==> config.mk <==
export PLATFORM = sky130hd
export DESIGN_NAME = rtrig_timer
export DESIGN_NICKNAME = d
export VERILOG_FILES = /design/src/rtl/rtt_pkg.sv /design/src/rtl/rtt_insync.sv /design/src/rtl/rtt_prescale.sv /design/src/rtl/rtt_core.sv /design/src/rtl/rtrig_timer.sv
export SDC_FILE = /design/constraint.sdc
export NUM_CORES = 1
export LEC_CHECK = 0
export BUFFER_PORTS_ARGS = -buffer_cell sky130_fd_sc_hd__buf_4
export CAP_MARGIN = 10
export CORE_MARGIN = 2
export CORE_UTILIZATION = 53
export DETAILED_ROUTE_END_ITERATION = 8
export PLACE_DENSITY = 0.9
export SYNTH_ARGS = -nofsm -noshare
export SYNTH_HDL_FRONTEND = slang
export SYNTH_SLANG_ARGS = --single-unit
==> constraint.sdc <==
create_clock -name clk -period 3.2 [get_ports clk]
set_input_delay 0.48 -clock clk [delete_from_list [all_inputs] [get_ports clk]]
set_output_delay 0.48 -clock clk [all_outputs]
set_load 0.01 [all_outputs]
==> src/rtl/rtt_pkg.sv <==
package rtt_pkg;
  typedef struct packed {
    logic en;
    logic ext;
    logic rtg;
    logic dual;
    logic cont;
  } rtt_ctl_t;
endpackage

==> src/rtl/rtt_insync.sv <==
module rtt_insync #(
  parameter int STAGES = 2
) (
  input  logic clk,
  input  logic rst,
  input  logic pin,
  output logic lvl,
  output logic rise
);
  logic [STAGES:0] sh;

  generate
    for (genvar i = 0; i <= STAGES; i++) begin : g_stage
      if (i == 0) begin : g_first
        always_ff @(posedge clk) begin
          if (rst) sh[0] <= 1'b0;
          else     sh[0] <= pin;
        end
      end else begin : g_next
        always_ff @(posedge clk) begin
          if (rst) sh[i] <= 1'b0;
          else     sh[i] <= sh[i-1];
        end
      end
    end
  endgenerate

  assign lvl  = sh[STAGES-1];
  assign rise = sh[STAGES-1] & ~sh[STAGES];
endmodule

==> src/rtl/rtt_prescale.sv <==
module rtt_prescale #(
  parameter int DIV = 1
) (
  input  logic clk,
  input  logic rst,
  output logic tick
);
  localparam int PW = (DIV > 1) ? $clog2(DIV) : 1;
  localparam logic [PW-1:0] LAST = PW'(DIV - 1);

  logic [PW-1:0] pc;

  always_ff @(posedge clk) begin
    if (rst || pc == LAST) pc <= '0;
    else                   pc <= pc + 1'b1;
  end

  assign tick = (pc == LAST);
endmodule

==> src/rtl/rtt_core.sv <==
module rtt_core
  import rtt_pkg::*;
#(
  parameter int CW = 16
) (
  input  logic          clk,
  input  logic          rst,
  input  logic          ctl_wr,
  input  rtt_ctl_t      ctl_in,
  input  logic [CW-1:0] cmp_a,
  input  logic [CW-1:0] cmp_b,
  input  logic          tick,
  input  logic          lvl,
  input  logic          rise,
  output rtt_ctl_t      ctl_q,
  output logic [CW-1:0] cnt_q,
  output logic          riu_q,
  output logic          out_q
);
  localparam logic [CW:0] FULL = {1'b1, {CW{1'b0}}};
  localparam logic [CW:0] ONE  = (CW+1)'(1);

  logic          armed_q;
  logic [CW-1:0] act_max;
  logic [CW:0]   lim;
  logic [CW:0]   nxt;
  logic          retrig, evt, hit, riu_nx, stop;

  always_comb begin
    act_max = (ctl_q.dual && riu_q) ? cmp_b : cmp_a;
    lim     = (act_max == '0) ? FULL : {1'b0, act_max};
    nxt     = {1'b0, cnt_q} + ONE;
    retrig  = ctl_q.en && !ctl_q.ext && ctl_q.rtg && rise;
    if (!ctl_q.en || retrig)  evt = 1'b0;
    else if (ctl_q.ext)       evt = rise;
    else if (ctl_q.rtg)       evt = armed_q && tick;
    else                      evt = lvl && tick;
    hit    = evt && (nxt == lim);
    riu_nx = riu_q ^ (hit && ctl_q.dual);
    stop   = hit && !ctl_q.cont && (!ctl_q.dual || riu_q);
  end

  always_ff @(posedge clk) begin
    if (rst) begin
      ctl_q   <= '0;
      cnt_q   <= '0;
      riu_q   <= 1'b0;
      armed_q <= 1'b0;
      out_q   <= 1'b1;
    end else if (ctl_wr) begin
      ctl_q   <= ctl_in;
      cnt_q   <= '0;
      riu_q   <= 1'b0;
      armed_q <= 1'b0;
      out_q   <= 1'b1;
    end else begin
      if (retrig) begin
        cnt_q   <= '0;
        armed_q <= 1'b1;
      end else if (hit) begin
        cnt_q <= '0;
      end else if (evt) begin
        cnt_q <= nxt[CW-1:0];
      end
      riu_q <= riu_nx;
      if (stop) ctl_q.en <= 1'b0;
      out_q <= ctl_q.dual ? ~riu_nx : ~hit;
    end
  end
endmodule

==> src/rtl/rtrig_timer.sv <==
module rtrig_timer
  import rtt_pkg::*;
#(
  parameter int CNT_W       = 16,
  parameter int PRESCALE    = 1,
  parameter int SYNC_STAGES = 2
) (
  input  logic             clk,
  input  logic             rst,
  input  logic             ctl_wr,
  input  logic             ctl_en,
  input  logic             ctl_ext,
  input  logic             ctl_rtg,
  input  logic             ctl_dual,
  input  logic             ctl_cont,
  input  logic [CNT_W-1:0] cmp_a,
  input  logic [CNT_W-1:0] cmp_b,
  input  logic             tmr_in,
  output logic             tmr_out,
  output logic             riu,
  output logic [CNT_W-1:0] count,
  output logic             enabled
);
  rtt_ctl_t ctl_in, ctl_q;
  logic     pin_lvl, pin_rise, evt_tick;

  assign ctl_in = '{en: ctl_en, ext: ctl_ext, rtg: ctl_rtg,
                    dual: ctl_dual, cont: ctl_cont};

  rtt_insync #(.STAGES(SYNC_STAGES)) u_sync (
    .clk(clk), .rst(rst), .pin(tmr_in), .lvl(pin_lvl), .rise(pin_rise)
  );

  rtt_prescale #(.DIV(PRESCALE)) u_pre (
    .clk(clk), .rst(rst), .tick(evt_tick)
  );

  rtt_core #(.CW(CNT_W)) u_core (
    .clk(clk), .rst(rst), .ctl_wr(ctl_wr), .ctl_in(ctl_in),
    .cmp_a(cmp_a), .cmp_b(cmp_b), .tick(evt_tick),
    .lvl(pin_lvl), .rise(pin_rise),
    .ctl_q(ctl_q), .cnt_q(count), .riu_q(riu), .out_q(tmr_out)
  );

  assign enabled = ctl_q.en;
endmodule

Word level (Yosys, flattened, before mapping)
Index checks and enable logic that the tools add are counted.

Register bits after elaboration: 28. Input bits: 41. Output and inout port bits: 19. Logic and storage cells: 51.

$add $sub $neg: 2. Equal/unequal tests: 1. Muxes and demuxes: 8. Bitwise gates (word level): 6. Reductions and logical operators: 21.

Operator list (count): $add A16 B1 Y17 const B (1); $eq A17 B17 Y1 (1); $mux W17 (1); $logic_not A16 Y1 (1); $mux W16 (1); $logic_and A1 B1 Y1 (10); $mux W1 (6); $logic_not A1 Y1 (4); $not A1 Y1 (4); $reduce_or A4 Y1 (1); $logic_or A1 B1 Y1 (3); $reduce_bool A2 Y1 (1); $reduce_or A2 Y1 (1); $add A1 B1 Y1 const B (1); $and A1 B1 Y1 (1); $xor A1 B1 Y1 (1).

Logic depth before layout (Yosys ltp)
Depth after elaboration: 11. Mapped depth: 9. Mapped depth without buffers: 8.

By module
Synthesis repeated with hierarchy kept, for this count alone.

Cell total of the unflattened synthesis: 247. Area, all modules: 2078.2 sq um.

By module, submodules not included: rtt_core (times used 1, cells an instance 237, area each 1963.1 sq um, sequential area each 480.5 sq um); rtt_insync (times used 1, cells an instance 7, area each 87.6 sq um, sequential area each 60.1 sq um); rtt_prescale (times used 1, cells an instance 3, area each 27.5 sq um, sequential area each 20.0 sq um).

Worst setup path before layout
Ideal clock, no wire load.

Kind: register to register. Start point: register u_core.cnt_q[0]. End point: register u_core.cnt_q[15]. Library setup time: 0.141 ns. Arrival: 2.645 ns. Data required time: 3.059 ns. Path slack: 0.415 ns. Cell stages (with the launch flop): 10. Buffers on the path: 1. Clock period less this slack: 2.785 ns. Cell sequence: dfxtp_1 ha_1 nand3_2 nor4_1 mux2_2 mux2i_1 mux2_2 nor4b_4 buf_6 nor3_2.

Word-level cells in the longest chain between the ends: 4.

Ends and longest elaborated chain: start: declaration (line rtt_core.sv:16) `output logic [CW-1:0] cnt_q,`; start signal: assignment (line rtt_core.sv:63) `cnt_q <= nxt[CW-1:0];`; $add A16 B1 Y17 * (line rtt_core.sv:32) `nxt = {1'b0, cnt_q} + ONE;`; $eq A17 B17 Y1 (line rtt_core.sv:38) `hit = evt && (nxt == lim);`; $logic_and A1 B1 Y1 (line rtt_core.sv:38); $reduce_or A4 Y1 (no line).

Mark *: on every way between the ends. The rest lies on a longest branch, timed or not. A chain may end at the register's enable or synchronous reset.

Worst setup path after layout
Start point: register u_core.cnt_q[0]. End point: register u_core.cnt_q[12].

The elaborated chain is that of the path after synthesis.

==> impl_results.md <==
- Fmax: between 300 and 400 MHz
- Area contributors post-synth: dfxtp_1, mux2i_1, xnor2_1, xor2_1, nor3_2
- Post-synthesis async set-or-reset flop share: 0%
- Std-Cell Rows: 23
- Met3 usage: 3.000%
- DRC viols: 0
- Clk root buf: clkbuf_8
- Vias/cell: roughly 6.2
- Initial Utilization: 54.36%
- IO Count: 60
- Die H: ~68 um
- Average size of a mapped cell: between 8 and 9 um2
- Cells after Synth: 259
- Routed wire per std cell: about 16 um
- Post-synth EDFFs: 0
- Critical-path maximum fanout: 16
- Largest net degree at the start of global routing: 20
- Final hold vios: 0
- Cell with the largest stage delay on the worst path: or4_1
- Synthesized Nets: approximately 300
- Fin crit share: between 90 and 100%
- Clk slew on worst S/H paths: around 0.090 ns
- Crit-path cells: ha_1 -> nand3_2 -> or4_1 -> nor4b_1 -> a31o_2 -> o21ai_0 -> nor4b_4 -> buf_4 -> nor3_1
- First-pass GRT wire length: slightly below 9000 um
- Die area: approximately 0.0046 mm2
- Area growth from synthesis to final layout: 25.98%
- Ant diodes: 0
- DR iter-0 viols: ~150
- CP bufs+invs: 1
- Final HPWL DP: about 4400 um
- Yosys top cell area share: between 20% and 30%
- Htree depth: 1
- Most Crowded Layer GR: met2
- Grt total ovfl: 0
- Synthesized cell area: approximately 0.0021 mm2
- ANT nets after route: 0
- Endpoints failing setup: 0
- Largest stage delay, worst path: about 0.61 ns
- Hold bufs inserted after CTS: 0
- Leak: ~1.1 nW
- Met1 usage: roughly a third
- PortBufs: 59
- Die width: ~68 um
- Slew HR: a little over half
- Max clock buf depth: 2
- Overall routing resource usage: about a quarter
- Core area: slightly below 0.004 mm2
- Most frequent cells in the layout: buf_4, dfxtp_1, xnor2_1
- Most common cell after layout, fill and taps aside: buf_4
- Final WS setup: approximately 0.29 ns
- Number of distinct library cells after synthesis: 50
- PD cells: roughly 280 mW/mm2
- Gpl congestion: approximately 0.91
- Seq/Total Area, Yosys: a little over a quarter
- Num CTS Buffers: 3
- Critical Path AT: 3.05 ns
- Max-cap violations: 0
- WS Path Type: register to register
- Share of layout cells above drive strength 1: 27.30%
- Worst hold path type: primary input to register
- CTS tree: done
- Area leader, netlist: dfxtp_1
- Slew @ Worst Pin: 0.7124 ns
- Final wirelength: approximately 5700 um
- Outcome: finished, final reports clean
- Synth warn: 0
- Detailed-router iteration count before antenna repair: 5
- Setup crit start kind: register
- VDD IR-drop max: 208.5 uV
- Cts repair resizes: 0
- Crit path capture type: register
- RSZ-0062 raised after global routing: no
- Met2 usage: around two fifths
- Min Tclk post-route: slightly below 3 ns
- Setup TNS: 0 ns
- Clock latency at the later pin of the worst-skew pair: roughly 0.28 ns
- Antenna violations before repair: 0
- Vias in the first global route: 1950
- Dpl ws: roughly 0.34 ns
- Vias: 2257
- Pins Over Slew Limit: 0
- WP data required: between 3 and 4 ns
- Main synth FF type: dfxtp_1
- Flop and latch count out of synthesis: 28
- Clock Skews: between 0.003 and 0.004 ns
- Post-CTS setup buffers: 0
- Largest delay contributor family on the critical path: simple AND/OR/NAND/NOR gates
- # nets final: 358
- Clock sink count: 28
[Yosys cell counts, types with 2 or more instances]
cell type   n
and4_1      3
buf_2       4
a21boi_0    6
a21boi_1    2
o2111a_1    2
dfxtp_1    28
nor4_1      9
nand4_1     5
or4_1       3
clkbuf_1    7
a21oi_1     5
nand3_2     2
and3_1     10
o21ai_0     7
mux2_2      2
xor2_1     13
mux2i_1    16
nor2b_1     5
nand2b_1    2
nand3_1     8
nor3_2     10
o211ai_1    4
inv_1       5
nor2_1     17
nor4b_1     4
or3_1       6
o211a_1     2
o21a_1      2
a31o_2      2
o22ai_1     3
nand2_1    17
nor3_1     13
xnor2_1    18
[kinds of logic (layout without fill, tap and decap cells)]
logic type | after synthesis | after routing | synth area share, %
buf+inv | 17 | 73 | 3.561
simple gates | 120 | 120 | 34.03
compound gates | 43 | 43 | 14.30
flops | 28 | 28 | 26.15
xor+xnor | 31 | 31 | 12.67
mux | 18 | 18 | 8.523
fa+ha+maj | 1 | 1 | 0.5837
other cells | 1 | 1 | 0.1750
[per-layer routing]
metal | vias up | part of all wire, %
li1 | 1075 | -
met1 | 1077 | 43
met2 | 100 | 47
met3 | 5 | 8.4
met4 | 0 | 1.1
met5 | - | 0
[path summary, 6_finish.rpt]
path | end | depth (start not counted) | slack (ns) | startpoint
max | u_core.cnt_q[12] | 9 | 0.29 | u_core.cnt_q[0]
min | u_sync.sh[0] | 2 | 0.42 | tmr_in
max reg2reg | u_core.cnt_q[12] | 9 | 0.29 | u_core.cnt_q[0]
min reg2reg | u_sync.lvl | 1 | 0.45 | u_sync.sh[0]
[final cells by class]
| class | instances | area [um2] |
|---|---|---|
| multi-input combinational | 214 | 1506 |
| timing repair buffer | 64 | 480.5 |
| inverter | 5 | 18.77 |
| sequential | 28 | 560.5 |
| clock inverter | 1 | 30.03 |
| fill | 307 | 1242 |
| tap | 50 | 62.56 |
| clock buffer | 3 | 41.29 |
[registers in the layout (all words and copies together) (netlist names)]
| signal | flops |
|---|---|
| u_core.armed_q | 1 |
| u_core.cnt_q | 16 |
| u_core.ctl_q | 5 |
| u_core.out_q | 1 |
| u_core.riu_q | 1 |
| u_pre.pc | 1 |
| u_sync.lvl | 1 |
| u_sync.sh | 2 |
[metrics by stage]
step | total power [mW] | area, um2 | hold slack, ns | cells | utilization (%)
global placement | 0.4691 | 2629 | 0.4297 | 361 | 66.68
floorplan | 0.4179 | 2143 | 0.4138 | 259 | -
global route | 0.7648 | 2700 | 0.4323 | 365 | 68.49
finish | 0.7436 | 2700 | 0.4217 | 365 | 68.49
detailed placement | 0.4716 | 2629 | 0.4274 | 361 | 66.68
CTS | 0.7442 | 2700 | 0.4203 | 365 | 68.49
[power breakdown]
part / switching, mW / total, mW / internal, mW
Combinational: 0.0467 / 0.105 / 0.0584
Sequential: 0.00641 / 0.361 / 0.354
Clock: 0.110 / 0.278 / 0.168
Total: 0.163 / 0.744 / 0.580
Power figures use the tool's default switching activity.
